### src/rtl/ts_wrap_pkg.sv
package ts_wrap_pkg;
  localparam int unsigned LOW_W_DEF = 32;
  localparam int unsigned HI_W_DEF  = 32;

  typedef struct packed {
    logic en;    // capture and wrap check this cycle
    logic rsp;   // a response is owed next cycle
    logic zero;  // response must be zero (counter idle)
  } sample_ctl_t;
endpackage

### src/rtl/ts_wrap_sample.sv
module ts_wrap_sample
  import ts_wrap_pkg::*;
(
  input  logic        tick_i,
  input  logic        rd_req_i,
  input  logic        run_i,
  output sample_ctl_t ctl_o
);
  // Both sources merge into one sample strobe: one capture per cycle.
  always_comb begin
    ctl_o.en   = (tick_i | rd_req_i) & run_i;
    ctl_o.rsp  = rd_req_i;
    ctl_o.zero = ~run_i;
  end
endmodule

### src/rtl/ts_wrap_track.sv
module ts_wrap_track #(
  parameter int unsigned LOW_W = 32,
  parameter int unsigned HI_W  = 32
) (
  input  logic             clk_i,
  input  logic             rst_ni,
  input  logic             en_i,
  input  logic [LOW_W-1:0] low_i,
  output logic [HI_W-1:0]  hi_now_o
);
  localparam logic [HI_W-1:0] HI_ONE = {{(HI_W-1){1'b0}}, 1'b1};

  logic [HI_W-1:0]  hi_q;
  logic [LOW_W-1:0] prev_q;
  logic             vld_q;
  logic             wrap;

  assign wrap     = en_i & vld_q & (prev_q > low_i);
  assign hi_now_o = wrap ? hi_q + HI_ONE : hi_q;

  always_ff @(posedge clk_i or negedge rst_ni) begin
    if (!rst_ni) begin
      hi_q   <= '0;
      prev_q <= '0;
      vld_q  <= 1'b0;
    end else if (en_i) begin
      hi_q   <= hi_now_o;
      prev_q <= low_i;
      vld_q  <= 1'b1;
    end
  end


  first_sample_chk: assert property (@(posedge clk_i) disable iff (!rst_ni)
    (en_i && !vld_q) |=> (hi_q == $past(hi_q)) && vld_q);


  wrap_inc_chk: assert property (@(posedge clk_i) disable iff (!rst_ni)
    (en_i && vld_q && (prev_q > low_i)) |=> (hi_q == $past(hi_q) + HI_ONE));


  no_wrap_chk: assert property (@(posedge clk_i) disable iff (!rst_ni)
    (en_i && vld_q && (prev_q <= low_i)) |=> (hi_q == $past(hi_q)));


  idle_hold_chk: assert property (@(posedge clk_i) disable iff (!rst_ni)
    !en_i |=> ($stable(hi_q) && $stable(prev_q) && $stable(vld_q)));
endmodule

### src/rtl/ts_wrap_resp.sv
module ts_wrap_resp #(
  parameter int unsigned W = 64
) (
  input  logic         clk_i,
  input  logic         rst_ni,
  input  logic         rsp_i,
  input  logic         zero_i,
  input  logic [W-1:0] data_i,
  output logic         valid_o,
  output logic [W-1:0] data_o
);
  always_ff @(posedge clk_i or negedge rst_ni) begin
    if (!rst_ni) begin
      valid_o <= 1'b0;
      data_o  <= '0;
    end else begin
      valid_o <= rsp_i;
      if (rsp_i) data_o <= zero_i ? '0 : data_i;
    end
  end


  hold_chk: assert property (@(posedge clk_i) disable iff (!rst_ni)
    !rsp_i |=> $stable(data_o));
endmodule

### src/rtl/ts_wrap_ext.sv
module ts_wrap_ext
  import ts_wrap_pkg::*;
#(
  parameter int unsigned LOW_W = LOW_W_DEF,
  parameter int unsigned HI_W  = HI_W_DEF
) (
  input  logic                  clk_i,
  input  logic                  rst_ni,
  input  logic                  run_i,
  input  logic [LOW_W-1:0]      cnt_low_i,
  input  logic                  tick_i,
  input  logic                  rd_req_i,
  output logic                  rd_valid_o,
  output logic [LOW_W+HI_W-1:0] rd_data_o
);
  localparam int unsigned TS_W = LOW_W + HI_W;

  sample_ctl_t     ctl;
  logic [HI_W-1:0] hi_now;
  logic [TS_W-1:0] ts_comb;

  ts_wrap_sample u_sample (
    .tick_i   (tick_i),
    .rd_req_i (rd_req_i),
    .run_i    (run_i),
    .ctl_o    (ctl)
  );

  ts_wrap_track #(.LOW_W(LOW_W), .HI_W(HI_W)) u_track (
    .clk_i    (clk_i),
    .rst_ni   (rst_ni),
    .en_i     (ctl.en),
    .low_i    (cnt_low_i),
    .hi_now_o (hi_now)
  );

  // Compose from the same captured low value that was compared.
  assign ts_comb = {hi_now, cnt_low_i};

  ts_wrap_resp #(.W(TS_W)) u_resp (
    .clk_i   (clk_i),
    .rst_ni  (rst_ni),
    .rsp_i   (ctl.rsp),
    .zero_i  (ctl.zero),
    .data_i  (ts_comb),
    .valid_o (rd_valid_o),
    .data_o  (rd_data_o)
  );


  rsp_pulse_chk: assert property (@(posedge clk_i) disable iff (!rst_ni)
    rd_req_i |=> rd_valid_o);


  no_spur_chk: assert property (@(posedge clk_i) disable iff (!rst_ni)
    !rd_req_i |=> !rd_valid_o);


  idle_zero_chk: assert property (@(posedge clk_i) disable iff (!rst_ni)
    (rd_req_i && !run_i) |=> (rd_data_o == '0));


  low_match_chk: assert property (@(posedge clk_i) disable iff (!rst_ni)
    (rd_req_i && run_i) |=> (rd_data_o[LOW_W-1:0] == $past(cnt_low_i)));
endmodule

### config.mk
export PLATFORM = sky130hd
export DESIGN_NAME = ts_wrap_ext
export DESIGN_NICKNAME = d
export VERILOG_FILES = /design/src/rtl/ts_wrap_pkg.sv /design/src/rtl/ts_wrap_sample.sv /design/src/rtl/ts_wrap_track.sv /design/src/rtl/ts_wrap_resp.sv /design/src/rtl/ts_wrap_ext.sv
export SDC_FILE = /design/constraint.sdc
export NUM_CORES = 1
export LEC_CHECK = 0
export ABC_AREA = 1
export ABC_CLOCK_PERIOD_IN_PS = 2250
export CORE_AREA = 2 2 127 129
export DETAILED_ROUTE_END_ITERATION = 6
export DIE_AREA = 0 0 129 131
export GPL_TIMING_DRIVEN = 0
export HOLD_SLACK_MARGIN = 0.05
export MAX_ROUTING_LAYER = met4
export PLACE_DENSITY = 0.77
export SYNTH_ARGS = -nofsm -noshare
export SYNTH_HDL_FRONTEND = slang
export SYNTH_HIERARCHICAL = 1
export SYNTH_SLANG_ARGS = --single-unit
### constraint.sdc
create_clock -name clk_i -period 2.25 [get_ports clk_i]
set_input_delay 0.5625 -clock clk_i [delete_from_list [all_inputs] [get_ports clk_i]]
set_output_delay 0.5625 -clock clk_i [all_outputs]
set_load 0.02 [all_outputs]
==> results of run 1 <==
-- power breakdown --
group          switching, mW  internal (mW)
Combinational          0.673          0.510
Sequential             0.133           2.51
Clock                  0.974           1.72
Total                   1.78           4.74
-- routing by layer --
| metal | global-route usage | vias up | routed length (um) |
|---|---|---|---|
| li1 | - | 3024 | - |
| met2 | 0.338 | 201 | 8300 |
| met1 | 0.294 | 2897 | 8110 |
| met5 | - | - | 0 |
| met4 | 0.0818 | 0 | 334 |
| met3 | 0.0436 | 33 | 902 |
-- flip-flops by register name (all words and copies together) (netlist names) --
signal          flops
u_resp/data_o      64
u_resp/valid_o      1
u_track/hi_q       32
u_track/prev_q     32
u_track/vld_q       1
-- what timing repair did --
item | CTS | global route
hold buffers | 1 | 0
cloned | 1 | 3
setup buffers | 2 | 2
setup endpoints to repair | 62 | 58
gates resized for setup | 59 | 42
hold endpoints to repair | 7 | 0
pin swaps | 21 | 12
-- stage by stage --
step	instance area, sq um	power, mW
after CTS	8880	6.48
after detailed placement	8150	3.70
after global routing	9140	6.82
final	9140	6.52
after floorplan	6840	3.26
after global placement	8120	3.66
-- layout make-up --
type	instances	area, sq um	area share
flip-flops and latches	130	3250	0.356
repair buffers	111	1170	0.128
well taps	216	270	0.0296
multi-input cells	627	3220	0.353
clock inverters	6	80.1	0.00877
inverters	82	308	0.0337
plain buffers	34	343	0.0375
clock buffers	23	488	0.0534
-- critical path, stage by stage --
cell	delay [ns]
dlygate4sd2_1	0.26
inv_1	0.11
ha_4	0.28
nand2_1	0.08
nor2_2	0.16
nand2_2	0.11
nor2_4	0.16
nand2_2	0.09
nand2_4	0.09
buf_12	0.14
buf_12	0.11
nand2_1	0.05
nand2_1	0.08
nand2_1	0.08
nand3_2	0.08
nand2_1	0.05
-- cell usage in the layout, fill, tap and decap left out, types with 2 or more instances in the layout --
master           Yosys  final
xor2_1               5      5
nand3_2              3     15
bufinv_16            0      2
nand4_1              4      4
nand2_1            350    346
dfrtp_1            130    130
nor3_1              15     12
buf_12               0      2
nand2_4              0      3
clkdlybuf4s50_1      0     68
nor2_2               5     10
inv_1               79     70
inv_2                2     11
clkbuf_8             7     11
clkbuf_1             6      8
a21oi_1             13      7
dlygate4sd2_1        0     23
clkbuf_16            0     20
o21ai_0             34     33
nor2_4               2      4
ha_1                33     27
ha_4                 0      6
a21oi_2              0      5
buf_2                9      7
buf_6                1      2
dlymetal6s2s_1       0      9
nor3_2               2      5
nor4_1               3      3
nand3_1            109     97
buf_4                5      6
buf_8                6      9
nand2_2              4      4
clkinv_2             0      4
nor2_1              42     35
-- cells by family (layout without fill, tap and decap cells) --
| kind of cell | after synthesis | after routing | share of synthesized area |
|---|---|---|---|
| DFF | 130 | 130 | 0.475 |
| buffers and inverters | 116 | 256 | 0.0892 |
| AOI/OAI and AO/OA | 49 | 49 | 0.0366 |
| adders and majority gates | 33 | 33 | 0.0604 |
| xor gates and xnor gates | 5 | 5 | 0.00640 |
| and+or+nand+nor | 540 | 540 | 0.332 |
-- synthesized netlist by cell type, drive strengths merged --
master    n  area [sq um]
dfrtp   130          3250
buf      21           184
o21ai    34           170
clkbuf   13           119
nand4     4          25.0
xor2      5          43.8
a21oi    13          65.1
clkinv    1          3.75
nor3     17          95.1
nand3   112           576
nor4      3          18.8
a21o      1          7.51
nand2   354          1340
ha       33           413
o21a      1          7.51
nor2     49           211
or2       1          6.26
inv      81           304
-- worst min-delay path by stage --
stage                      from           endpoint  cells past startpoint
3_5_place_dp   u_resp/data_o[9]   u_resp/data_o[9]                      2
3_3_place_gp      u_track/vld_q      u_track/vld_q                      1
2_1_floorplan            rst_ni   u_resp/data_o[0]                      0
5_1_grt           cnt_low_i[10]  u_resp/data_o[10]                      3
6_report           cnt_low_i[4]   u_resp/data_o[4]                      3
4_1_cts        u_resp/data_o[9]   u_resp/data_o[9]                      2
==> results.toml, run 1 <==
[outcome]
outcome = "completed"

[yosys]
netlist_instances = 873
synth_cell_types = 28
synthesis.nets = 943
syn_avg_cell_area_sq_um = 7.84
syn_area_sq_um = 6840
ys_seq_area_frac = 0.475
ys_warn_count = 6
ys_ff_latch = 130

[setup_path]
worstSetupEndpoint = "u_resp/data_o[40]"
crit_type = "in -> reg"
crit_arrival_ns = 2.50
crit_fanout = 7
required_ns = 2.56
r2r_slack_ns = 0.16
timing.rr.end = "u_resp/data_o[40]"
startpoint_type = "input pin"
critPathLaunch = "cnt_low_i[31]"
cp-end-kind = "register"
r2r_cells = 14
r2r-start = "u_track/prev_q[30]"

[clocking]
cts.sinks = 130
clockBufferDepth = 2
clockRootBuffer = "clkbuf_16"
insertion_delay_ns = 0.42
cts_inserted_buffers = 17
cts_tree = "yes"
path_clk_slew_ns = 0.05
cts-htree-levels = 4

[placed_design]
dp_slack_ns = -0.734
dp_cells = 1191
place_hpwl_mm = 12.0
gp_congestion = 0.933
portBuffers = 101

[final_layout]
postLayoutCoreUtil = 0.586
nNetsFinal = 1073
final_cells = 1229
areaGrowthSynthToFinish_pct = 33.5
final.fill_count = 1358
layout-drive-gt1-share = 0.129
antenna_cells = 0

[die]
fp.dieH_um = 131
core.rowCount = 46
start_util = 0.439
core-area_sq_um = 15600
die_w_um = 129
ios = 102
floorplan.die_area_sq_um = 16900

[timing]
skew_ns = 0.00671
period_share = 0.973
maxSlewViolCount = 0
final_hold_viol_count = 0
clock.fmax_mhz = 457
worst_pin_slew_ns = 0.565
min_period_ns = 2.19
slew_headroom = 0.620
setup_viol_count_final = 0
finalWorstSetupSlack_ns = 0.0600
fin_hold_ws_ns = 0.429
setup_tns_ns = 0

[global_route]
grt_pass1_vias = 5864
grt_antenna_before_repair = 0
grt_util_all_layers = 0.221
grt_max_degree = 94
overflow = 0
grt_pass1_wl_mm = 28.4

[drt]
vias = 6155
ant_nets = 0
wl_mm = 17.6
routedWlPerCell_um = 14.4
drt_first_pass_iters = 5
avgViaCountPerCell = 5.01
drc = 0
drt_iter0_markers = 437

[run]
max_cap_viol_count = 0

[min_path]
hp-class = "in -> reg"

[power_and_ir_drop]
leakagePower_nw = 4.76
power_per_cell_area_nw_per_um2 = 714
peakVddDrop_mv = 0.513
Power figures use the tool's default switching activity.
==> run 2, diff against run 1 <==
--- a/config.mk
+++ b/config.mk
@@ -10,7 +10,6 @@
 export CORE_AREA = 2 2 127 129
 export DETAILED_ROUTE_END_ITERATION = 6
 export DIE_AREA = 0 0 129 131
-export GPL_TIMING_DRIVEN = 0
 export HOLD_SLACK_MARGIN = 0.05
 export MAX_ROUTING_LAYER = met4
 export PLACE_DENSITY = 0.77
==> results.toml, run 2 (synthesis gave the netlist of run 1 again) <==
[outcome]
outcome = "completed"

[setup_path]
critical_path.max_stage_delay_ns = 0.25
worstPathCellList = "dlygate4sd2_1 -> inv_2 -> ha_4 -> a21oi_2 -> nor2_1 -> nor2_1 -> nand3_2 -> a21oi_4 -> nand2_8 -> buf_12 -> buf_16 -> nand3_1 -> nand2_1 -> nand3_1 -> nand2_1"
critPathLaunch = "cnt_low_i[21]"
crit_arrival_ns = 2.43
r2r_slack_ns = 0.13
required_ns = 2.56
worstSetupEndpoint = "u_resp/data_o[37]"
critPathSlowestCell = "dlygate4sd2_1"
crit_fanout = 9
cp-end-kind = "register"
startpoint_type = "input pin"
timing.rr.end = "u_resp/data_o[37]"
crit_type = "in -> reg"
r2r_cells = 13
r2r-start = "u_track/prev_q[23]"

[die]
floorplan.die_area_sq_um = 16900
ios = 102
core-area_sq_um = 15600
die_w_um = 129
fp.dieH_um = 131
core.rowCount = 46
start_util = 0.439

[power_and_ir_drop]
peakVddDrop_mv = 0.545
sw_frac_of_total = 0.289
leakagePower_nw = 4.64
p_clk_frac = 0.417
power_per_cell_area_nw_per_um2 = 726
power.switching_mw = 1.90
fin_total_pwr_mw = 6.58
combPwrFrac = 0.180
power.internal_mw = 4.67
seqPwrFrac = 0.403

[global_route]
grt_pass1_wl_mm = 27.5
overflow = 0
grt_max_degree = 96
grt_pass1_vias = 5836
grt_util_all_layers = 0.212
grt_antenna_before_repair = 1

[final_layout]
largest_reg_flops = 64
top_register = "u_resp/data_o"
areaGrowthSynthToFinish_pct = 32.3
nNetsFinal = 1064
final_common_cell = "nand2_1"
layout-drive-gt1-share = 0.131
final_cells = 1224
final_cell_mix = "nand2_1 (344), dfrtp_1 (130), nand3_1 (106)"
largestRegisters = "u_resp/data_o: 64 flops, u_track/hi_q: 32 flops, u_track/prev_q: 32 flops"

[drt]
vias = 6066
drt_first_pass_iters = 6
wl_mm = 16.7
routedWlPerCell_um = 13.6
avgViaCountPerCell = 4.96
ant_nets = 0
drc = 0
drt_iter0_markers = 408

[clocking]
cts_hold_buf = 0
path_clk_slew_ns = 0.05
insertion_delay_ns = 0.43
clockRootBuffer = "clkbuf_16"
cts.sinks = 130
cts_inserted_buffers = 17
cts-htree-levels = 4
cts_tree = "yes"
clockBufferDepth = 2

[placed_design]
gp_congestion = 0.906
dp_cells = 1185
portBuffers = 101
place_hpwl_mm = 10.9

[timing]
final_hold_viol_count = 0
min_period_ns = 2.12
slew_headroom = 0.500
worst_pin_slew_ns = 0.750
maxSlewViolCount = 0
skew_ns = 0.0106
setup_viol_count_final = 0
clock.fmax_mhz = 471
period_share = 0.944

[run]
max_cap_viol_count = 0

[min_path]
hp-class = "in -> async"
[run 2: power by group through the flow]
stage,Sequential [mW],Combinational [mW],Clock [mW]
final,2.65,1.18,2.74
after global placement,2.66,0.986,0
after CTS,2.64,1.17,2.80
after detailed placement,2.67,1.01,0
after global routing,2.67,1.32,2.89
after floorplan,2.72,0.534,0
[run 2: layout make-up]
cell class	count	area, sq um
Tap cell	216	270
Timing Repair Buffer	136	1390
Antenna cell	1	2.50
Multi-Input combinational cell	627	3250
Clock buffer	17	425
Clock inverter	15	159
Inverter	82	308
Sequential cell	130	3250
Fill cell	1385	6540
[run 2: metal layers]
metal  part of all wire  track usage  wire length [um]  up-vias
met5                  0            -                 0        -
met4              0.015       0.0844               244        0
met3              0.050       0.0428               829       17
met2               0.47        0.329              7930      180
met1               0.46        0.274              7700     2854
li1                   -            -                 -     3015
[run 2: repair_timing]
action | 4_1_cts | 5_1_grt
endpoints found under the setup margin | 35 | 49
resized for setup | 61 | 30
setup buffers | 5 | 0
pin swaps | 20 | 15
cloned | 2 | 1
[run 2: critical path: cells and delay by family]
family	cells	cell delay, ns
buffers and inverters	4	0.62
adders and majority gates	1	0.20
AOI/OAI and AO/OA	2	0.33
and+or+nand+nor	8	0.73
[run 2: worst min path at each step]
stage                             endpoint          start  slack (ns)
after floorplan           u_resp/data_o[0]         rst_ni        0.27
after global placement       u_track/vld_q  u_track/vld_q        0.45
after detailed placement     u_track/vld_q  u_track/vld_q        0.46
after CTS                 u_resp/data_o[4]         rst_ni        0.21
after global routing      u_resp/data_o[5]         rst_ni        0.23
final                     u_resp/data_o[5]         rst_ni        0.19
[run 2: per-stage QoR]
step | worst slack (ns) | TNS (ns) | hold WS [ns] | instance area, sq um | util
global placement | -0.565 | -30.24 | 0.451 | 8110 | 0.520
detailed placement | -0.562 | -30.03 | 0.460 | 8110 | 0.520
CTS | 0.00333 | 0 | 0.211 | 8950 | 0.574
finish | 0.126 | 0 | 0.189 | 9050 | 0.580
floorplan | 0.189 | 0 | 0.267 | 6840 | -
global route | -0.0129 | -0.0367 | 0.230 | 9050 | 0.580
